File: src/rtl/pwrStageSeqPkg.sv
package pwrStageSeqPkg;

  typedef enum logic [2:0] {
    ST_OFF       = 3'd0,
    ST_PRECHARGE = 3'd1,
    ST_WAIT_PWM  = 3'd2,
    ST_RUN       = 3'd3,
    ST_STOP      = 3'd4
  } seqState_t;

  // control -> datapath
  typedef struct packed {
    logic tmrClr;
  } ctrlStrobe_t;

  // datapath -> control
  typedef struct packed {
    logic pwmOk;
    logic pwmStuck;
    logic preDone;
    logic holdOver;
  } dpStatus_t;

endpackage

File: src/rtl/pwrStageSeqDp.sv
module pwrStageSeqDp
  import pwrStageSeqPkg::*;
#(
  parameter int MIN_CYC   = 250,
  parameter int MAX_CYC   = 285,
  parameter int GOOD_RUNS = 16,
  parameter int PRE_CYC   = 100000,
  parameter int STOP_HOLD = 2
) (
  input  logic        clk,
  input  logic        rstN,
  input  logic        pwmIn,
  input  ctrlStrobe_t strobe,
  output dpStatus_t   status
);

  localparam int SAT     = MAX_CYC + 1;
  localparam int PER_W   = $clog2(SAT + 1);
  localparam int RUN_W   = $clog2(GOOD_RUNS + 1);
  localparam int TMR_TOP = (PRE_CYC > STOP_HOLD) ? PRE_CYC : STOP_HOLD;
  localparam int TMR_W   = $clog2(TMR_TOP + 1);

  localparam logic [PER_W-1:0] SAT_V    = PER_W'(SAT);
  localparam logic [PER_W-1:0] MIN_V    = PER_W'(MIN_CYC);
  localparam logic [PER_W-1:0] MAX_V    = PER_W'(MAX_CYC);
  localparam logic [RUN_W-1:0] RUN_TOP  = RUN_W'(GOOD_RUNS);
  localparam logic [TMR_W-1:0] TMR_TOPV = TMR_W'(TMR_TOP);
  localparam logic [TMR_W-1:0] PRE_LAST = TMR_W'(PRE_CYC - 1);
  localparam logic [TMR_W-1:0] HOLD_V   = TMR_W'(STOP_HOLD);

  logic [1:0]       syncQ;
  logic             pwmS;
  logic             pwmD;
  logic             pwmRise;
  logic             inWindow;
  logic             lostEdge;
  logic [PER_W-1:0] periodCnt;
  logic [PER_W-1:0] highCnt;
  logic [RUN_W-1:0] goodRun;
  logic [TMR_W-1:0] seqTmr;

  assign pwmS     = syncQ[1];
  assign pwmRise  = pwmS & ~pwmD;
  assign inWindow = (periodCnt >= MIN_V) && (periodCnt <= MAX_V);
  assign lostEdge = (periodCnt == SAT_V) || (highCnt == SAT_V);

  // input synchroniser and edge history
  always_ff @(posedge clk) begin
    if (!rstN) begin
      syncQ <= '0;
      pwmD  <= 1'b0;
    end else begin
      syncQ <= {syncQ[0], pwmIn};
      pwmD  <= pwmS;
    end
  end

  // rising-edge period counter, saturated value means "no reference edge"
  always_ff @(posedge clk) begin
    if (!rstN)                 periodCnt <= SAT_V;
    else if (pwmRise)          periodCnt <= PER_W'(1);
    else if (periodCnt != SAT_V) periodCnt <= periodCnt + 1'b1;
  end

  // length of the current high phase
  always_ff @(posedge clk) begin
    if (!rstN || !pwmS)        highCnt <= '0;
    else if (highCnt != SAT_V) highCnt <= highCnt + 1'b1;
  end

  // run of consecutive in-window periods
  always_ff @(posedge clk) begin
    if (!rstN) begin
      goodRun <= '0;
    end else if (pwmRise) begin
      if (!inWindow)              goodRun <= '0;
      else if (goodRun != RUN_TOP) goodRun <= goodRun + 1'b1;
    end else if (lostEdge) begin
      goodRun <= '0;
    end
  end

  // shared sequencing timer, cleared on every state change
  always_ff @(posedge clk) begin
    if (!rstN || strobe.tmrClr) seqTmr <= '0;
    else if (seqTmr != TMR_TOPV) seqTmr <= seqTmr + 1'b1;
  end

  assign status.pwmOk    = (goodRun == RUN_TOP);
  assign status.pwmStuck = (highCnt == SAT_V);
  assign status.preDone  = (seqTmr == PRE_LAST);
  assign status.holdOver = (seqTmr >= HOLD_V);

endmodule

File: src/rtl/pwrStageSeqCtrl.sv
module pwrStageSeqCtrl
  import pwrStageSeqPkg::*;
(
  input  logic        clk,
  input  logic        rstN,
  input  logic        gateGood,
  input  logic        bridgeGood,
  input  logic        modReady,
  input  logic        shutdownReq,
  input  dpStatus_t   status,
  output ctrlStrobe_t strobe,
  output logic        stageRstN,
  output logic        pwmEn,
  output logic        seqErr
);

  seqState_t state;
  seqState_t stateNext;
  logic      bridgePrev;
  logic      pwmHealthy;

  assign pwmHealthy = status.pwmOk & ~status.pwmStuck;

  always_comb begin
    stateNext = state;
    case (state)
      ST_OFF:
        if (gateGood && !seqErr && !shutdownReq) stateNext = ST_PRECHARGE;
      ST_PRECHARGE:
        if (!gateGood || shutdownReq) stateNext = ST_OFF;
        else if (status.preDone)      stateNext = ST_WAIT_PWM;
      ST_WAIT_PWM:
        if (!gateGood || shutdownReq)                   stateNext = ST_STOP;
        else if (bridgeGood && modReady && pwmHealthy)  stateNext = ST_RUN;
      ST_RUN:
        if (shutdownReq || !gateGood || !bridgeGood) stateNext = ST_STOP;
        else if (!modReady || !pwmHealthy)           stateNext = ST_WAIT_PWM;
      ST_STOP:
        if (status.holdOver) stateNext = ST_OFF;
      default:
        stateNext = ST_OFF;
    endcase
  end

  always_ff @(posedge clk) begin
    if (!rstN) state <= ST_OFF;
    else       state <= stateNext;
  end

  // supply-order error latch
  always_ff @(posedge clk) begin
    if (!rstN) begin
      bridgePrev <= 1'b0;
      seqErr     <= 1'b0;
    end else begin
      bridgePrev <= bridgeGood;
      if (bridgeGood && !bridgePrev && !gateGood) seqErr <= 1'b1;
    end
  end

  assign strobe.tmrClr = (stateNext != state);
  assign stageRstN     = (state == ST_RUN);
  assign pwmEn         = (state == ST_WAIT_PWM) || (state == ST_RUN) ||
                         ((state == ST_STOP) && !status.holdOver);

endmodule

File: src/rtl/pwrStageSeq.sv
module pwrStageSeq
  import pwrStageSeqPkg::*;
#(
  parameter int CLK_FREQ_HZ  = 100_000_000,
  parameter int PWM_MIN_HZ   = 350_000,
  parameter int PWM_MAX_HZ   = 400_000,
  parameter int PRECHARGE_US = 1000,
  parameter int GOOD_RUNS    = 16,
  parameter int STOP_HOLD    = 2
) (
  input  logic clk,
  input  logic rstN,
  input  logic gateGood,
  input  logic bridgeGood,
  input  logic modReady,
  input  logic shutdownReq,
  input  logic pwmIn,
  output logic stageRstN,
  output logic pwmEn,
  output logic pwmOk,
  output logic pwmStuck,
  output logic seqErr
);

  localparam int MIN_CYC = CLK_FREQ_HZ / PWM_MAX_HZ;
  localparam int MAX_CYC = CLK_FREQ_HZ / PWM_MIN_HZ;
  localparam int PRE_CYC = (CLK_FREQ_HZ / 1_000_000) * PRECHARGE_US;

  ctrlStrobe_t strobe;
  dpStatus_t   status;

  pwrStageSeqDp #(
    .MIN_CYC  (MIN_CYC),
    .MAX_CYC  (MAX_CYC),
    .GOOD_RUNS(GOOD_RUNS),
    .PRE_CYC  (PRE_CYC),
    .STOP_HOLD(STOP_HOLD)
  ) dp_i (
    .clk   (clk),
    .rstN  (rstN),
    .pwmIn (pwmIn),
    .strobe(strobe),
    .status(status)
  );

  pwrStageSeqCtrl ctrl_i (
    .clk        (clk),
    .rstN       (rstN),
    .gateGood   (gateGood),
    .bridgeGood (bridgeGood),
    .modReady   (modReady),
    .shutdownReq(shutdownReq),
    .status     (status),
    .strobe     (strobe),
    .stageRstN  (stageRstN),
    .pwmEn      (pwmEn),
    .seqErr     (seqErr)
  );

  assign pwmOk    = status.pwmOk;
  assign pwmStuck = status.pwmStuck;

endmodule

File: config.mk
export PLATFORM = sky130hd
export DESIGN_NAME = pwrStageSeq
export DESIGN_NICKNAME = d
export VERILOG_FILES = /design/src/rtl/pwrStageSeqPkg.sv /design/src/rtl/pwrStageSeqDp.sv /design/src/rtl/pwrStageSeqCtrl.sv /design/src/rtl/pwrStageSeq.sv
export SDC_FILE = /design/constraint.sdc
export NUM_CORES = 1
export LEC_CHECK = 0
export CORE_MARGIN = 3
export CORE_UTILIZATION = 64
export CTS_CLUSTER_DIAMETER = 100
export CTS_CLUSTER_SIZE = 16
export DETAILED_ROUTE_END_ITERATION = 8
export GPL_TIMING_DRIVEN = 0
export PLACE_DENSITY = 0.88
export SLEW_MARGIN = 25
export SYNTH_ARGS = -nofsm -noshare
export SYNTH_HDL_FRONTEND = slang
export SYNTH_SLANG_ARGS = --single-unit
File: constraint.sdc
create_clock -name clk -period 5.9 [get_ports clk]
set_input_delay 1.18 -clock clk [delete_from_list [all_inputs] [get_ports clk]]
set_output_delay 1.18 -clock clk [all_outputs]
set_load 0.005 [all_outputs]
==> results.md, run 1 <==
Synth:
- Counting flops with an async set or reset pin after synthesis yields a share of 0%.
- In this run, synthesis produced a sequential element count of 48.
- The combined area of all synthesized cells is 2501 um^2.
- After synthesis, flip-flops and latches occupy 38.42% of the total area.
- Of the post-synthesis cell area, the dominant cell type holds 38.42%.
- The number of enable flip-flop cells after synthesis is 0.
- The synthesized netlist cell count is 276.
- The most used flip-flop cell after synthesis is sky130_fd_sc_hd__dfxtp_1.
- The total number of yosys warnings is 0.
- The average footprint of a synthesized cell is 9.062 um^2.
- The library cell occupying the most area in the post-synthesis netlist is sky130_fd_sc_hd__dfxtp_1.
- Counting every net in the synthesized netlist gives 293.
- After synthesis, the cell types taking the most area are sky130_fd_sc_hd__dfxtp_1 (38%), sky130_fd_sc_hd__xor2_1 (5.6%), sky130_fd_sc_hd__ha_1 (5.0%).
- The most frequently used cell type in the post-synthesis netlist is sky130_fd_sc_hd__dfxtp_1.
- The number of library cell types mapped by synthesis is 53.
- The commonest cells after synthesis are sky130_fd_sc_hd__dfxtp_1 (48), sky130_fd_sc_hd__nor2_1 (22), sky130_fd_sc_hd__nand3_1 (16), sky130_fd_sc_hd__xor2_1 (16), sky130_fd_sc_hd__nor3_1 (14).

Power and ir drop:
- IR analysis of the VDD net gives a maximum drop of 0.0001625 V.
- The power per standard cell area is 270.1 nW/um^2.
- The reported leakage power is 0.001029 uW.
- Summing internal, switching and leakage power gives 750.7 uW.

Critical path:
- Counting buffers and inverters, the worst setup path is 5 cells deep.
- The critical path in this run is classified as reg2out.
- In this run the critical register-to-register path is launched from dp_i.seqTmr[11]$_SDFFE_PP0P_.
- Among all stages on the critical path, the largest delay is contributed by sky130_fd_sc_hd__or4_4.
- The critical path data required time is 4.72 ns.
- The worst endpoint data arrival time is 2.60 ns.
- The worst setup path is launched from a flip-flop.
- In this run the critical register-to-register path is captured at dp_i.seqTmr[5]$_SDFFE_PP0P_.
- The signal on the critical path passes through or4_4, or3_4, or3_4, or2b_1, clkdlybuf4s50_1.
- The largest incremental delay on the critical path is 0.54 ns.
- STA classifies the critical path endpoint as an output port.
- The count of buffering cells on the critical path with inverters included is 1.
- The kind of cell adding the most delay to the critical path is simple AND/OR/NAND/NOR gates.
- Measured in cells, the most critical reg-to-reg path has a length of 6.
- The worst register-to-register path has a setup slack of 3.46 ns.
- In this run the worst setup path begins at dp_i.seqTmr[11]$_SDFFE_PP0P_.
- In this design, the critical path's most frequently occurring cell is sky130_fd_sc_hd__or3_4.
- In this run the worst setup path terminates at pwmEn.
- Of all nets on the critical path, the largest fanout is 5.

GRT:
- The pin count of the biggest net entering global routing is 15.
- The number of antenna violations at the first check in global routing is 0.
- The first global-routing pass estimated 7.797 mm of wire.
- The global-route usage over all layers is 21.88%.
- The number of global-route vias before repair is 1,901.
- The total overflow left after global routing is 0.

Clocking:
- TritonCTS created 5 clock buffers.
- The CTS H-tree depth is 2.
- The CTS tree is built.
- The number of buffers between clock root and the deepest sink is 2.
- The number of gates resized after CTS was 0.
- The post-CTS clock slew at the launch and capture registers of the worst setup and hold paths is 0.08 ns.
- After clock tree synthesis, the flow added hold-fix buffers numbering 0.
- The post-CTS setup-driven buffer insertion count is 0.
- The clock net sink count is 48.
- The insertion delay to the later sink of the worst-skew pair is 0.30 ns.
- The tree is rooted in a sky130_fd_sc_hd__clkbuf_8.

Timing:
- At the pin with the least slew margin, the transition time is 0.6325 ns.
- The tightest hold path in the finished design has a slack of 0.4686 ns.
- Setup repair after global routing left no endpoint under its margin.
- Static timing analysis puts the maximum clock frequency at 264.3 MHz.
- The max-slew headroom at the worst pin is 57.45%.
- After layout, the worst path uses 64.12% of the clock period.
- The final count of pins violating max slew is 0.
- Clock skew on the completed layout was measured at 0.009745 ns.
- The number of setup violations in the final report is 0.
- The final-report hold violation count is 0.
- The worst path in the final design needs a cycle of 3.783 ns, including I/O delays and setup.
- Setup total negative slack on the finished layout was measured at 0 ns.

Layout:
- The number of nets at the end of the flow is 311.
- Cells with a size suffix above 1 make up 10.17% of the layout.
- The diode insertion count for antenna repair is 0.
- The final non-filler cell total is 343.
- Relative to the synthesized area, the layout overhead comes to 11.11%.
- The combined flip-flop and latch cell area is 960.9 um^2.
- After filler insertion, the fill cell instance count of the layout stands at 268.
- The area taken by multi-input logic gates is 1434 um^2.

Drt:
- The number of routed nets with antenna violations is 0.
- For this run, design rule violations remaining after detail routing come to 0.
- In the final routed layout, each cell accounts on average for 13.62 um.
- The number of detailed-routing iterations run before antenna repair is 5.
- The initial detailed-routing violation count is 139.
- The routed wire length is 4.671 mm.
- The routed via count is 2,016.
- After detailed routing, the number of vias per cell comes to 5.878.

Floorplan:
- The floorplan has 22 rows.
- Once the floorplan was initialized, standard cells occupied 67.31% of the core.
- The core region is 3716 um^2.
- The width of the die is 68.52 um.
- The chip height is 68.52 um.
- 12 I/O pins were placed.
- The floorplan step defined a die boundary enclosing 4694 um^2.

Hold path:
- The worst hold path belongs to the class reg2reg.

Placement:
- Routability-driven placement finished with a final weighted congestion of 0.8569.
- The number of instances in the placed design is 335.
- Detailed placement finished with a half-perimeter wire length of 3.516 mm.
- During placement, the flow inserted port buffers numbering 11.

Outcome:
- The flow ran to the end, and the final reports show no timing, DRC or antenna violations.

Job:
- Max-cap violations in this run came to 0.
[kinds of logic after synthesis]
| group | Yosys count | share of synthesized area, % |
|---|---|---|
| fa+ha+maj | 10 | 5.003 |
| mux | 3 | 1.251 |
| compound gates | 40 | 11.36 |
| simple gates | 131 | 31.32 |
| buf+inv | 20 | 4.252 |
| flops | 48 | 38.42 |
| xor+xnor | 24 | 8.404 |
[power by group]
part / internal (uW) / switching [uW] / leakage [uW]
logic: 69.7 / 73.9 / 0.000584
clock network: 126 / 106 / 0.0000552
registers: 344 / 31.0 / 0.000390
[layer usage]
metal	track usage [%]	part of all wire, %
met1	25.56	45
met3	4.538	2.2
met5	0	0
met4	9.926	2.1
met2	38.14	51
[registers in the layout, summed over array words and instances (netlist names), 2 cells and up]
| signal | cells |
|---|---|
| dp_i.periodCnt | 9 |
| dp_i.goodRun | 5 |
| dp_i.syncQ | 2 |
| dp_i.seqTmr | 17 |
| dp_i.highCnt | 9 |
| ctrl_i.state | 3 |
[per-stage QoR]
| step | instance area, um^2 | util [%] | setup slack (ns) |
|---|---|---|---|
| detailed placement | 2671 | 71.89 | 2.432 |
| CTS | 2779 | 74.78 | 2.095 |
| global route | 2779 | 74.78 | 2.037 |
| global placement | 2671 | 71.89 | 2.444 |
| finish | 2779 | 74.78 | 2.117 |
| floorplan | 2501 | - | 2.985 |
[layout make-up]
| class | instances | area share, % |
|---|---|---|
| sequential | 48 | 34.58 |
| inverter | 13 | 1.756 |
| clock inverter | 2 | 1.261 |
| buffer | 7 | 2.071 |
| clock buffer | 6 | 2.611 |
| timing repair buffer | 11 | 3.962 |
| multi-input combinational | 208 | 51.60 |
| tap | 48 | 2.161 |
[layout by cell type, fill, tap and decap left out, types with 2 or more instances in the layout]
master and n:
sky130_fd_sc_hd__nand2_1 13, sky130_fd_sc_hd__a21oi_1 5, sky130_fd_sc_hd__and4b_1 2, sky130_fd_sc_hd__nor2_1 22
sky130_fd_sc_hd__ha_1 10, sky130_fd_sc_hd__and2_1 5, sky130_fd_sc_hd__a211oi_1 2, sky130_fd_sc_hd__nor3_2 9
sky130_fd_sc_hd__xor2_1 16, sky130_fd_sc_hd__clkdlybuf4s50_1 11, sky130_fd_sc_hd__clkbuf_1 5, sky130_fd_sc_hd__and3_1 7
sky130_fd_sc_hd__clkbuf_8 5, sky130_fd_sc_hd__or3_4 2, sky130_fd_sc_hd__nand3_1 16, sky130_fd_sc_hd__buf_6 2
sky130_fd_sc_hd__o31ai_1 2, sky130_fd_sc_hd__inv_1 13, sky130_fd_sc_hd__a31oi_1 2, sky130_fd_sc_hd__or2_2 2
sky130_fd_sc_hd__nand2b_1 4, sky130_fd_sc_hd__nor2b_1 7, sky130_fd_sc_hd__xnor2_1 8, sky130_fd_sc_hd__or3_1 4
sky130_fd_sc_hd__dfxtp_1 48, sky130_fd_sc_hd__nor4b_1 3, sky130_fd_sc_hd__nor4_1 4, sky130_fd_sc_hd__and4_1 2
sky130_fd_sc_hd__a22o_1 3, sky130_fd_sc_hd__o21a_1 2, sky130_fd_sc_hd__nor3_1 14, sky130_fd_sc_hd__mux2i_1 2
sky130_fd_sc_hd__nand4_1 7, sky130_fd_sc_hd__o21ai_0 13
[worst register-to-register path, cell delays in order, from the launching register on]
cell and delay (ns):
sky130_fd_sc_hd__dfxtp_1 0.36, sky130_fd_sc_hd__or4_4 0.54, sky130_fd_sc_hd__or3_4 0.35, sky130_fd_sc_hd__o31a_2 0.38, sky130_fd_sc_hd__o31ai_4 0.41, sky130_fd_sc_hd__buf_6 0.24
sky130_fd_sc_hd__nor3_2 0.06
[worst min path at each step]
stage | start | depth (start not counted) | to
final | dp_i.syncQ[0]$_SDFF_PN0_ | 1 | dp_i.syncQ[1]$_SDFF_PN0_
after CTS | dp_i.syncQ[0]$_SDFF_PN0_ | 1 | dp_i.syncQ[1]$_SDFF_PN0_
after global placement | dp_i.syncQ[0]$_SDFF_PN0_ | 1 | dp_i.syncQ[1]$_SDFF_PN0_
after floorplan | dp_i.syncQ[0]$_SDFF_PN0_ | 1 | dp_i.syncQ[1]$_SDFF_PN0_
after detailed placement | dp_i.syncQ[0]$_SDFF_PN0_ | 1 | dp_i.syncQ[1]$_SDFF_PN0_
after global routing | dp_i.syncQ[0]$_SDFF_PN0_ | 1 | dp_i.syncQ[1]$_SDFF_PN0_
(Power assumes the default switching activity.)
==> inputs of run 2 (changes only) <==
--- a/config.mk
+++ b/config.mk
@@ -6,12 +6,12 @@
 export NUM_CORES = 1
 export LEC_CHECK = 0
 export CORE_MARGIN = 3
-export CORE_UTILIZATION = 64
+export CORE_UTILIZATION = 54
 export CTS_CLUSTER_DIAMETER = 100
 export CTS_CLUSTER_SIZE = 16
 export DETAILED_ROUTE_END_ITERATION = 8
 export GPL_TIMING_DRIVEN = 0
-export PLACE_DENSITY = 0.88
+export PLACE_DENSITY = 0.79
 export SLEW_MARGIN = 25
 export SYNTH_ARGS = -nofsm -noshare
 export SYNTH_HDL_FRONTEND = slang
==> constraint.sdc (replaced) <==
create_clock -name clk -period 3.3 [get_ports clk]
set_input_delay 0.66 -clock clk [delete_from_list [all_inputs] [get_ports clk]]
set_output_delay 0.66 -clock clk [all_outputs]
set_load 0.005 [all_outputs]
==> results.md, run 2 (synthesis results as in run 1) <==
Outcome:
- The run finished with clean final reports.

Hold path:
- The tightest min-delay check is of the reg2reg type.
- The worst hold path terminates at dp_i.syncQ[1]$_SDFF_PN0_.
- The number of instances on the worst hold path is 1 (unchanged).
- The hold path startpoint is dp_i.syncQ[0]$_SDFF_PN0_.

Drt:
- The initial detailed-routing violation count is 109 (-22%).
- The number of detailed-routing iterations run before antenna repair is 4 (-1).
- The via density per instance is 5.730 (-2.5%).
- The mean routed wirelength per cell was 13.49 um (-0.91%).
- The routed wire length is 4.696 mm (+0.54%).
- The number of routed nets with antenna violations is 0 (unchanged).
- The routed via count is 1,994 (-1.1%).
- The residual DRC count was 0 (unchanged).

Critical path:
- The count of cells along the worst register-to-register path is 6 (unchanged).
- The worst endpoint data arrival time is 2.20 ns (-0.40 ns).
- The largest fanout on the critical path was 3 (-2).
- The worst setup path is launched from a flip-flop.
- The kind of capture point of the worst setup path is an output port.
- For this design, the slowest cell found on the critical path is sky130_fd_sc_hd__or4_4.
- The capture point of the worst reg-to-reg path is dp_i.seqTmr[5]$_SDFFE_PP0P_.
- The startpoint of the worst setup timing path is dp_i.seqTmr[8]$_SDFFE_PP0P_.
- The largest incremental delay on the critical path is 0.55 ns (about the same).
- The signal on the critical path passes through or4_4, or3_4, or3_4, or2b_1, dlymetal6s2s_1.
- The worst register-to-register path begins at dp_i.seqTmr[8]$_SDFFE_PP0P_.
- The worst-case register-to-register setup slack is 0.82 ns (-2.64 ns).
- The critical path data required time came to 2.64 ns (-2.08 ns).
- The most frequent cell on the critical path is sky130_fd_sc_hd__or3_4.
- The kind of critical path is reg2out.

Power and ir drop:
- The power per standard cell area was 466.6 nW/um^2 (+73%).
- The worst-case vdd ir drop is 0.0003291 V (+100%).
- The reported leakage power is 0.001043 uW (+1.4%).

GRT:
- The overall overflow remaining after global route is 0 (unchanged).
- The global-route usage over all layers is 18.59% (-3.3 points).
- The number of global-route vias before repair is 1,848 (-2.8%).
- The first-pass GRT wire length is 7.983 mm (+2.4%).
- The number of antenna violations at the first check in global routing came to 0 (unchanged).
- The pin count of the biggest net entering global routing came to 17 (+2).

Clocking:
- The tree is rooted in a sky130_fd_sc_hd__clkbuf_8.
- The insertion delay to the later sink of the worst-skew pair is 0.32 ns (+0.02 ns).
- The TritonCTS buffer count was 5 (unchanged).
- The CTS H-tree depth came to 2 (unchanged).
- The number of buffers between clock root and the deepest sink is 2 (unchanged).
- The clock net sink count was 48 (unchanged).
- The CTS tree is built.
- The post-CTS clock slew at the launch and capture registers of the worst setup and hold paths was 0.10 ns (+0.02 ns).

Timing:
- The final-report hold violation count is 0 (unchanged).
- After layout, the worst path uses 86.72% of the clock period.
- The clock period could shrink to 2.862 ns.
- The number of setup violations in the final report is 0 (unchanged).
- The worst clock skew was 0.01675 ns (+0.007007 ns).
- Setup repair after global routing left no endpoint under its margin.
- The transition time at the pin with the least slew margin is 0.6963 ns (+0.06386 ns).
- For this run, the top clock speed supported by timing is 349.4 MHz.
- The setup TNS after final layout was 0 ns (unchanged).
- The final count of pins violating max slew came to 0 (unchanged).
- The max-slew headroom at the worst pin is 53.15% (-4.3 points).

Layout:
- The diode insertion count for antenna repair is 0 (unchanged).
- In the layout the commonest cells are sky130_fd_sc_hd__dfxtp_1 (46), sky130_fd_sc_hd__nor2_1 (22), sky130_fd_sc_hd__nand3_1 (16), sky130_fd_sc_hd__xor2_1 (16), sky130_fd_sc_hd__nor3_1 (14).
- The largest registers in the layout are dp_i.seqTmr x17, dp_i.highCnt x9, dp_i.periodCnt x9.
- The flip-flop count of the largest register after layout is 17 (unchanged).
- The fraction of final layout cells with drive strength greater than 1 was 11.49% (+1.3 points).
- The final non-filler cell total was 348 (+1.5%).
- The layout overhead on the synthesized area was 11.11% (unchanged).
- The number of nets at the end of the flow is 312 (+0.32%).
- Ranked by flip-flop count, first place goes to dp_i.seqTmr.
- The count of fill cells added during filler insertion is 385 (+44%).
- The library cell used most frequently in the layout, excluding fill and tap cells, is sky130_fd_sc_hd__dfxtp_1.

Floorplan:
- The area of the core is 4414 um^2 (+19%).
- The chip height is 74.06 um (+8.1%).
- The total I/O pin count is 12 (unchanged).
- The floorplan row count is 24 (+9.1%).
- The width of the die is 74.06 um (+8.1%).
- The effective utilization at floorplan is 56.66% (-11 points).
- The total die area is 5484 um^2 (+17%).

Placement:
- The number of instances in the placed design came to 339 (+1.2%).
- The post-detailed-placement half-perimeter wirelength came to 3.468 mm (-1.4%).
- The quantity of I/O buffers inserted on ports is 11 (unchanged).
- The final weighted congestion in routability-driven placement was 0.8322 (-2.9%).

Job:
- The count of max-cap constraint violations is 0 (unchanged).
[run 2: changes by cell type in the layout (fill, tap and decap cells not counted), sizes merged]
cell	previous run	this run
buf	3	4
bufinv	1	0
clkbuf	10	9
clkdlybuf4s50	11	10
clkinvlp	0	1
dlymetal6s2s	0	1
inv	13	14
[run 2: cell type report]
type                    count  area, um^2  share of cell area (%)
multi-input cells         208        1434                   51.60
flip-flops and latches     48       963.4                   34.67
repair buffers             12       120.1                   4.322
clock buffers               5       68.82                   2.476
well taps                  52       65.06                   2.341
plain buffers               7       57.56                   2.071
inverters                  13       48.80                   1.756
clock inverters             3       21.27                  0.7654
[run 2: worst max-delay path by stage]
| stage | to | slack (ns) |
|---|---|---|
| after CTS | pwmEn | 0.02 |
| final | pwmEn | 0.44 |
| after global placement | pwmEn | 0.37 |
| after detailed placement | pwmEn | 0.37 |
| after floorplan | pwmEn | 0.90 |
| after global routing | pwmEn | 0.36 |
[run 2: critical path, delay by kind of cell, from the launching register on]
| kind | cells | cell delay [ns] |
|---|---|---|
| buffers and inverters | 1 | 0.11 |
| DFF | 1 | 0.34 |
| and+or+nand+nor | 4 | 1.44 |
[run 2: timing repair]
item,CTS,global route
setup endpoints to repair,0,1
hold endpoints to repair,0,0
resized for setup,0,3
hold buffers,0,0
setup buffers,0,1
[run 2: stage by stage]
stage	worst slack [ns]	hold slack, ns	instance area (um^2)	total power, uW	utilization [%]
5_1_grt	0.3641	0.5036	2779	1374	62.95
3_5_place_dp	0.3668	0.4338	2676	942.7	60.63
2_1_floorplan	0.9049	0.4119	2501	877.0	-
6_report	0.4383	0.4683	2779	1297	62.95
4_1_cts	0.01636	0.4711	2766	1304	62.67
3_3_place_gp	0.3706	0.4424	2676	930.1	60.63
[run 2: layer usage]
layer | wire length (um) | GRT usage (%) | up-vias
met5 | 0 | 0 | -
met4 | 79 | 7.243 | 0
met3 | 196 | 3.649 | 8
met2 | 2116 | 30.61 | 29
met1 | 2304 | 23.98 | 936
li1 | - | - | 1021
[run 2: power breakdown]
group / leakage [uW] / internal (uW) / switching, uW
Sequential: 0.000391 / 616 / 53.3
Clock: 0.0000445 / 151 / 215
Combinational: 0.000608 / 125 / 136
Total: 0.00104 / 892 / 405
